### src/rtl/tagexc_pkg.sv
package tagexc_pkg;
  typedef struct packed {
    logic takeExc;
    logic doRet;
    logic wrHandler;
  } strobe_t;
endpackage

### src/rtl/tagexc_ctrl.sv
module tagexc_ctrl
  import tagexc_pkg::*;
(
  input  logic    clk,
  input  logic    rstN,
  input  logic    chkFail,
  input  logic    commitValid,
  input  logic    retReq,
  input  logic    hWrReq,
  output strobe_t strobes,
  output logic    trustedMode
);
  logic trustedQ;

  always_comb begin
    strobes.takeExc   = chkFail & commitValid & ~trustedQ;
    strobes.doRet     = retReq & trustedQ;
    strobes.wrHandler = hWrReq & trustedQ;
  end

  always_ff @(posedge clk or negedge rstN) begin
    if (!rstN)                  trustedQ <= 1'b1;
    else if (strobes.takeExc)   trustedQ <= 1'b1;
    else if (strobes.doRet)     trustedQ <= 1'b0;
  end

  assign trustedMode = trustedQ;


  enter_trusted_chk: assert property (@(posedge clk) disable iff (!rstN)
    (chkFail && commitValid && !trustedMode) |=> trustedMode);

  leave_trusted_chk: assert property (@(posedge clk) disable iff (!rstN)
    (retReq && trustedMode) |=> !trustedMode);

  stay_trusted_chk: assert property (@(posedge clk) disable iff (!rstN)
    (trustedMode && !retReq) |=> trustedMode);
endmodule

### src/rtl/tagexc_dpath.sv
module tagexc_dpath
  import tagexc_pkg::*;
#(
  parameter int PC_W        = 32,
  parameter int NPOL        = 4,
  parameter int OPER_W      = 2,
  parameter logic [PC_W-1:0] HANDLER_RST = '0
) (
  input  logic              clk,
  input  logic              rstN,
  input  strobe_t           strobes,
  input  logic [NPOL-1:0]   failMask,
  input  logic [OPER_W-1:0] failOperand,
  input  logic [PC_W-1:0]   curPc,
  input  logic [PC_W-1:0]   retPc,
  input  logic [PC_W-1:0]   hWrData,
  output logic [PC_W-1:0]   redirectPc,
  output logic [PC_W-1:0]   savedPc,
  output logic [OPER_W-1:0] savedOperand,
  output logic [NPOL-1:0]   savedMask,
  output logic [PC_W-1:0]   handlerAddr
);
  always_ff @(posedge clk or negedge rstN) begin
    if (!rstN) begin
      savedPc      <= '0;
      savedOperand <= '0;
      savedMask    <= '0;
    end else if (strobes.takeExc) begin
      savedPc      <= curPc;
      savedOperand <= failOperand;
      savedMask    <= failMask;
    end
  end

  always_ff @(posedge clk or negedge rstN) begin
    if (!rstN)                  handlerAddr <= HANDLER_RST;
    else if (strobes.wrHandler) handlerAddr <= hWrData;
  end

  assign redirectPc = strobes.doRet ? retPc : handlerAddr;


  capture_pc_chk: assert property (@(posedge clk) disable iff (!rstN)
    strobes.takeExc |=> (savedPc == $past(curPc) && savedMask == $past(failMask)));

  hold_saved_chk: assert property (@(posedge clk) disable iff (!rstN)
    !strobes.takeExc |=> ($stable(savedPc) && $stable(savedOperand) && $stable(savedMask)));

  hold_handler_chk: assert property (@(posedge clk) disable iff (!rstN)
    !strobes.wrHandler |=> $stable(handlerAddr));
endmodule

### src/rtl/tagexc_unit.sv
module tagexc_unit
  import tagexc_pkg::*;
#(
  parameter int PC_W        = 32,
  parameter int NPOL        = 4,
  parameter int OPER_W      = 2,
  parameter logic [PC_W-1:0] HANDLER_RST = '0
) (
  input  logic              clk,
  input  logic              rstN,
  input  logic              chkFail,
  input  logic              commitValid,
  input  logic [NPOL-1:0]   failMask,
  input  logic [OPER_W-1:0] failOperand,
  input  logic [PC_W-1:0]   curPc,
  input  logic              retReq,
  input  logic [PC_W-1:0]   retPc,
  input  logic              hWrReq,
  input  logic [PC_W-1:0]   hWrData,
  output logic              commitSuppress,
  output logic              redirectValid,
  output logic [PC_W-1:0]   redirectPc,
  output logic              trustedMode,
  output logic              tagCheckEn,
  output logic [PC_W-1:0]   savedPc,
  output logic [OPER_W-1:0] savedOperand,
  output logic [NPOL-1:0]   savedMask,
  output logic [PC_W-1:0]   handlerAddr
);
  strobe_t strobes;

  tagexc_ctrl u_ctrl (
    .clk(clk), .rstN(rstN), .chkFail(chkFail), .commitValid(commitValid),
    .retReq(retReq), .hWrReq(hWrReq), .strobes(strobes), .trustedMode(trustedMode)
  );

  tagexc_dpath #(.PC_W(PC_W), .NPOL(NPOL), .OPER_W(OPER_W), .HANDLER_RST(HANDLER_RST)) u_dpath (
    .clk(clk), .rstN(rstN), .strobes(strobes), .failMask(failMask),
    .failOperand(failOperand), .curPc(curPc), .retPc(retPc), .hWrData(hWrData),
    .redirectPc(redirectPc), .savedPc(savedPc), .savedOperand(savedOperand),
    .savedMask(savedMask), .handlerAddr(handlerAddr)
  );

  assign commitSuppress = strobes.takeExc;
  assign redirectValid  = strobes.takeExc | strobes.doRet;
  assign tagCheckEn     = ~trustedMode;


  suppress_redirect_chk: assert property (@(posedge clk) disable iff (!rstN)
    commitSuppress |-> (redirectValid && redirectPc == handlerAddr));

  no_nested_exc_chk: assert property (@(posedge clk) disable iff (!rstN)
    trustedMode |-> !commitSuppress);
endmodule

### config.mk
export PLATFORM = sky130hd
export DESIGN_NAME = tagexc_unit
export DESIGN_NICKNAME = d
export VERILOG_FILES = /design/src/rtl/tagexc_pkg.sv /design/src/rtl/tagexc_ctrl.sv /design/src/rtl/tagexc_dpath.sv /design/src/rtl/tagexc_unit.sv
export SDC_FILE = /design/constraint.sdc
export NUM_CORES = 1
export LEC_CHECK = 0
export ABC_AREA = 1
export ABC_CLOCK_PERIOD_IN_PS = 2100
export BUFFER_PORTS_ARGS = -buffer_cell sky130_fd_sc_hd__buf_2
export CAP_MARGIN = 20
export CORE_ASPECT_RATIO = 1.25
export CORE_MARGIN = 8
export CORE_UTILIZATION = 47
export CTS_BUF_LIST = sky130_fd_sc_hd__clkbuf_4
export CTS_CLUSTER_SIZE = 24
export DETAILED_ROUTE_END_ITERATION = 7
export HOLD_SLACK_MARGIN = 0.03
export PLACE_DENSITY = 0.87
export SYNTH_ARGS = -nofsm -noshare
export SYNTH_HDL_FRONTEND = slang
export SYNTH_SLANG_ARGS = --single-unit
### constraint.sdc
create_clock -name clk -period 2.1 [get_ports clk]
set_clock_uncertainty 0.2 [all_clocks]
set_input_delay 0.105 -clock clk [delete_from_list [all_inputs] [get_ports clk]]
set_output_delay 0.105 -clock clk [all_outputs]
set_load 0.01 [all_outputs]
==> results.py, run 1 <==
metrics = {
    "outcome": {
        "status": "completed",
    },
    "floorplanning": {
        "fp.dieH_um": 111,
        "core_mm2": 0.00693,
        "fp-row-count": 34,
        "die_area_mm2": 0.0101,
        "initial_core_util": 0.484,
        "ioPinCount": 214,
        "die_x_um": 91.6,
    },
    "clock_tree": {
        "root_buffer": "clkbuf_4",
        "cts_max_level": 3,
        "clock-sinks": 71,
        "clk_latency_ns": 0.41,
        "clock_path_buffers": 2,
        "clk_pin_slew_ns": 0.12,
        "tritoncts": "done",
        "cts_made_buffers": 9,
    },
    "synthesis": {
        "yosys.area.top_type": "dfrtp_1",
        "synth_top_cells_by_area": "dfrtp_1 52%, nand2_1 23%, nand3_1 9.5%",
        "synth_area_per_cell_um2": 7.98,
        "synth_cells": 421,
        "syn-cell-area_mm2": 0.00336,
        "synth_top_area_share": 0.522,
        "ys_seq_area_frac": 0.529,
        "ys_types": 12,
        "synth_fp_nets": 529,
        "yosysWarnings": 0,
        "ys_ff_latch": 71,
    },
    "sta": {
        "setup_viol": 0,
        "relSlewSlack": 0.733,
        "worst_pin_slew_ns": 0.401,
        "setup-tns-final_ns": 0,
        "fin_crit_ns": 1.98,
        "fmax_ghz": 0.506,
        "rsz0062_at_grt": "false",
        "post-route-period-util": 0.942,
        "hold_ws_ns": 0.0881,
        "final_hold_viol_count": 0,
        "slew_viol_final": 0,
    },
    "drt": {
        "viasPerCell": 5.42,
        "drc": 0,
        "antenna_left": 0,
        "vias": 4436,
        "wirelength_um": 15300,
        "dr.pass1.iters": 5,
        "drtIter0Drc": 311,
        "wl_per_cell_um": 18.6,
    },
    "critical_path": {
        "worstPathCellList": "inv_2 -> buf_6 -> nand4_1 -> nand2_1 -> dlygate4sd3_1",
        "arrival_ns": 2.08,
        "worst_path_max_delay_cell": "dfstp_2",
        "slowest_delay_ns": 0.60,
        "worstPathMaxFanout": 40,
        "crit_type": "register to register",
        "end_kind": "register",
        "worstPathRequired_ns": 2.20,
        "start_kind": "register",
    },
    "worst_hold_path": {
        "hold_class": "input port to register",
    },
    "global_routing": {
        "grt_max_degree": 46,
        "grt_pass1_wl_um": 24100,
        "grt_overflow_total": 0,
        "track_usage": 0.294,
        "antenna_found_initial": 2,
        "first_global_vias": 4566,
    },
    "placed_design": {
        "gp_congestion": 0.898,
        "dp_hpwl_um": 8620,
        "port_buffers": 213,
    },
    "final_layout": {
        "area_growth_pct": 67.8,
        "layout_common_cells": "212 x buf_2, 207 x nand2_1, 101 x dlygate4sd3_1, 70 x dfrtp_1, 64 x nand3_1",
        "nNetsFinal": 830,
        "drive_above_1_share": 0.334,
        "layout_commonest_cell": "buf_2",
    },
    "pwr": {
        "vdd_drop_max_mv": 0.491,
        "power.leakage_nw": 3.22,
        "power.total_mw": 4.57,
        "power_density_mw_per_mm2": 812,
    },
    "job": {
        "maxCapViolCount": 0,
    },
}
[repair_timing]
| action | CTS | global route |
|---|---|---|
| setup endpoints to repair | 0 | 2 |
| endpoints found under the hold margin | 141 | 0 |
| hold buffers | 102 | 0 |
| resized for setup | 0 | 2 |
| buffers inserted | 0 | 0 |
[path summary, 6_finish.rpt]
| check | startpoint | to | slack, ns | depth (start not counted) |
|---|---|---|---|---|
| worst min-delay path | commitValid | u_dpath.savedPc[3] | 0.09 | 4 |
| min in group asynchronous | rstN | u_dpath.savedPc[25] | 0.62 | 4 |
| worst min register to register | u_dpath.savedMask[2] | u_dpath.savedMask[2] | 0.28 | 2 |
| worst max-delay path | u_ctrl.trustedMode | u_dpath.savedPc[15] | 0.12 | 5 |
| max in group asynchronous | rstN | u_ctrl.trustedMode | 0.81 | 4 |
| worst max register to register | u_ctrl.trustedMode | u_dpath.savedPc[15] | 0.12 | 5 |
[cells in the mapped netlist]
library cell / instances
buf_1: 2
buf_2: 19
buf_4: 16
dfrtp_1: 70
dfstp_2: 1
inv_1: 1
inv_2: 1
nand2_1: 207
nand3_1: 64
nand3_2: 1
nand4_1: 38
o21ai_0: 1
[where the power goes]
part	internal [mW]	leakage [nW]	switching (mW)	total [mW]
logic	0.760	2.26	0.964	1.72
clock network	0.501	0.0859	0.464	0.965
registers	1.66	0.881	0.230	1.89
[flip-flops by register name (all words and copies together), names as in the netlist]
register              count
u_dpath.savedOperand      2
u_dpath.handlerAddr      32
u_dpath.savedMask         4
u_dpath.savedPc          32
u_ctrl.trustedMode        1
[metal layers]
metal / up-vias / part of all wire / GRT usage
li1: 1981 / - / -
met1: 2033 / 0.36 / 0.339
met2: 374 / 0.47 / 0.464
met3: 48 / 0.14 / 0.121
met4: 0 / 0.034 / 0.136
met5: - / 0 / 0
[logic make-up (layout without fill, tap and decap cells)]
logic type | count (synthesis) | in the layout | share of synthesized area
AND/OR/NAND/NOR | 310 | 310 | 0.401
flip-flops | 71 | 71 | 0.529
buffers and inverters | 39 | 345 | 0.0686
AO/OA/AOI/OAI | 1 | 1 | 0.00149
other | 0 | 2 | 0
[critical path, delay by kind of cell, from the launching register on]
kind          cells  cell delay, ns
buf+inv           3            0.85
flops             1            0.60
simple gates      2            0.21
[area by class of cell]
type | instances | area, um^2
well taps | 90 | 113
clock buffers | 11 | 82.6
clock inverters | 5 | 72.6
multi-input cells | 311 | 1360
repair buffers | 327 | 2220
inverters | 2 | 7.51
diodes | 2 | 5.00
flip-flops and latches | 71 | 1780
fillers | 403 | 1300
[per-stage QoR]
stage / util / cells / setup slack, ns / area, um^2
after floorplan: - / 421 / 0.736 / 3360
after global placement: 0.639 / 699 / 0.523 / 4430
after detailed placement: 0.639 / 699 / 0.507 / 4430
after CTS: 0.810 / 817 / 0.0495 / 5620
after global routing: 0.813 / 819 / 0.0612 / 5630
final: 0.813 / 819 / 0.122 / 5630
Power figures use the tool's default switching activity.
==> run 2: changes to the inputs <==
--- a/config.mk
+++ b/config.mk
@@ -10,7 +10,7 @@
 export BUFFER_PORTS_ARGS = -buffer_cell sky130_fd_sc_hd__buf_2
 export CAP_MARGIN = 20
 export CORE_ASPECT_RATIO = 1.25
-export CORE_MARGIN = 8
+export CORE_MARGIN = 5
 export CORE_UTILIZATION = 47
 export CTS_BUF_LIST = sky130_fd_sc_hd__clkbuf_4
 export CTS_CLUSTER_SIZE = 24
==> run 2 against run 1 <==
  * Register-to-register slack better by 0.06 ns
  * Non-clock buffer count decreased by 26
  * Critical path depth down 1
  * Combinational power shrank 8%
  * Setup slack lost 0.0050 ns
  * Sequential share of layout area increased by 1.7 points
  * Global-route usage increased by 0.93 points
  * First-iteration DRC count shrank 12%
  * Final cell count down 3.4%
  * Routed wire length decreased by 10%
  * Die area is 12% lower
  * Worst hold slack worse by 0.020 ns
==> results.py, run 2 (same netlist as run 1, synthesis figures left out) <==
metrics = {
    "floorplanning": {
        "die_area_mm2": 0.00895,
        "fp.dieH_um": 105,
        "core_mm2": 0.00698,
        "initial_core_util": 0.481,
        "ioPinCount": 214,
        "fp-row-count": 34,
        "die_x_um": 85.6,
    },
    "global_routing": {
        "first_global_vias": 4339,
        "grt_overflow_total": 0,
        "grt_pass1_wl_um": 21500,
        "grt_max_degree": 72,
        "track_usage": 0.304,
        "antenna_found_initial": 1,
    },
    "clock_tree": {
        "clk_pin_slew_ns": 0.12,
        "clk_latency_ns": 0.40,
        "clock-sinks": 71,
        "cts_max_level": 3,
        "tritoncts": "done",
        "post-cts-setup-buffers": 0,
        "cts_made_buffers": 9,
        "root_buffer": "clkbuf_4",
        "clock_path_buffers": 2,
    },
    "pwr": {
        "power.total_mw": 4.47,
        "power_density_mw_per_mm2": 836,
        "power.leakage_nw": 3.10,
        "vdd_drop_max_mv": 0.511,
    },
    "placed_design": {
        "port_buffers": 213,
        "dp_hpwl_um": 7820,
        "dpl_cell_area_mm2": 0.00440,
        "gp_congestion": 0.832,
        "dp_slack_ns": 0.510,
        "post-place-cells": 697,
    },
    "critical_path": {
        "endpoint": "redirectPc[28]",
        "crit_path_start": "u_ctrl.trustedMode",
        "r2r_slack_ns": 0.18,
        "worstPathCellList": "buf_12 -> nand3_1 -> nand2_1 -> buf_2",
        "worst_path_max_delay_cell": "dfstp_2",
        "start_kind": "register",
        "r2r_start": "u_ctrl.trustedMode",
        "end_kind": "output pin",
        "crit_type": "register to output pin",
        "arrival_ns": 1.68,
        "r2r_end": "u_dpath.handlerAddr[19]",
        "worstPathRequired_ns": 1.79,
        "slowest_delay_ns": 0.61,
        "worstPathMaxFanout": 64,
        "r2r_cells": 4,
    },
    "sta": {
        "relSlewSlack": 0.418,
        "fin_crit_ns": 1.98,
        "slew_viol_final": 0,
        "hold_ws_ns": 0.0684,
        "setup-tns-final_ns": 0,
        "worst_pin_slew_ns": 0.873,
        "final_hold_viol_count": 0,
        "fmax_ghz": 0.504,
        "setup_ws_ns": 0.117,
        "setup_viol": 0,
        "post-route-period-util": 0.944,
        "rsz0062_at_grt": "false",
    },
    "drt": {
        "dr.pass1.iters": 7,
        "vias": 4314,
        "drtIter0Drc": 273,
        "antenna_left": 0,
        "wirelength_um": 13700,
        "drc": 0,
        "viasPerCell": 5.45,
        "wl_per_cell_um": 17.4,
    },
    "final_layout": {
        "stdcell_area_mm2": 0.00535,
        "instances_no_fill": 791,
        "utilization": 0.767,
        "drive_above_1_share": 0.345,
        "layout_commonest_cell": "buf_2",
        "top_regs": "u_dpath.handlerAddr x32, u_dpath.savedPc x32, u_dpath.savedMask x4",
        "area_growth_pct": 59.4,
        "nNetsFinal": 804,
        "n_antenna_cell": 0,
        "layout_common_cells": "212 x buf_2, 207 x nand2_1, 78 x dlygate4sd3_1, 70 x dfrtp_1, 64 x nand3_1",
        "fillers": 439,
    },
    "outcome": {
        "status": "completed",
    },
    "job": {
        "maxCapViolCount": 0,
    },
    "worst_hold_path": {
        "hold_class": "input port to register",
    },
}
## run 2: how the worst min path moves through the flow
stage,from,end,slack [ns],depth (start not counted)
6_report,retReq,u_ctrl.trustedMode,0.07,3
5_1_grt,hWrReq,u_dpath.handlerAddr[28],0.07,4
4_1_cts,retReq,u_ctrl.trustedMode,0.03,3
3_5_place_dp,rstN,u_dpath.savedPc[15],0.08,1
3_3_place_gp,rstN,u_dpath.savedMask[2],0.07,1
2_1_floorplan,rstN,u_dpath.handlerAddr[0],-0.39,0
## run 2: power breakdown
part	internal, mW	switching [mW]
Combinational	0.666	0.913
Clock	0.502	0.513
Sequential	1.66	0.223
## run 2: final cells by class
cell class | count | area, um^2 | area share
sequential | 71 | 1780 | 0.332
clock buffer | 10 | 75.1 | 0.0140
inverter | 2 | 7.51 | 0.00140
tap | 90 | 113 | 0.0210
timing repair buffer | 301 | 1940 | 0.362
multi-input combinational | 311 | 1350 | 0.252
clock inverter | 6 | 92.6 | 0.0173
## run 2: repair_timing
action / 4_1_cts / 5_1_grt
hold buffers: 78 / 0
resized for setup: 0 / 0
hold endpoints to repair: 140 / 0
## run 2: worst max-delay path: cells and delay by family, from the launching register on
kind / cells / cell delay (ns)
and+or+nand+nor: 2 / 0.24
DFF: 1 / 0.61
buffers and inverters: 2 / 0.41
## run 2: routing by layer
metal  wire length, um  track usage  up-vias  part of all wire
met5                13            0        -           0.00095
met4               569        0.146        2             0.041
met3              1890        0.101       60              0.14
met2              6470        0.496      376              0.47
met1              4780        0.357     1946              0.35
li1                  -            -     1930                 -
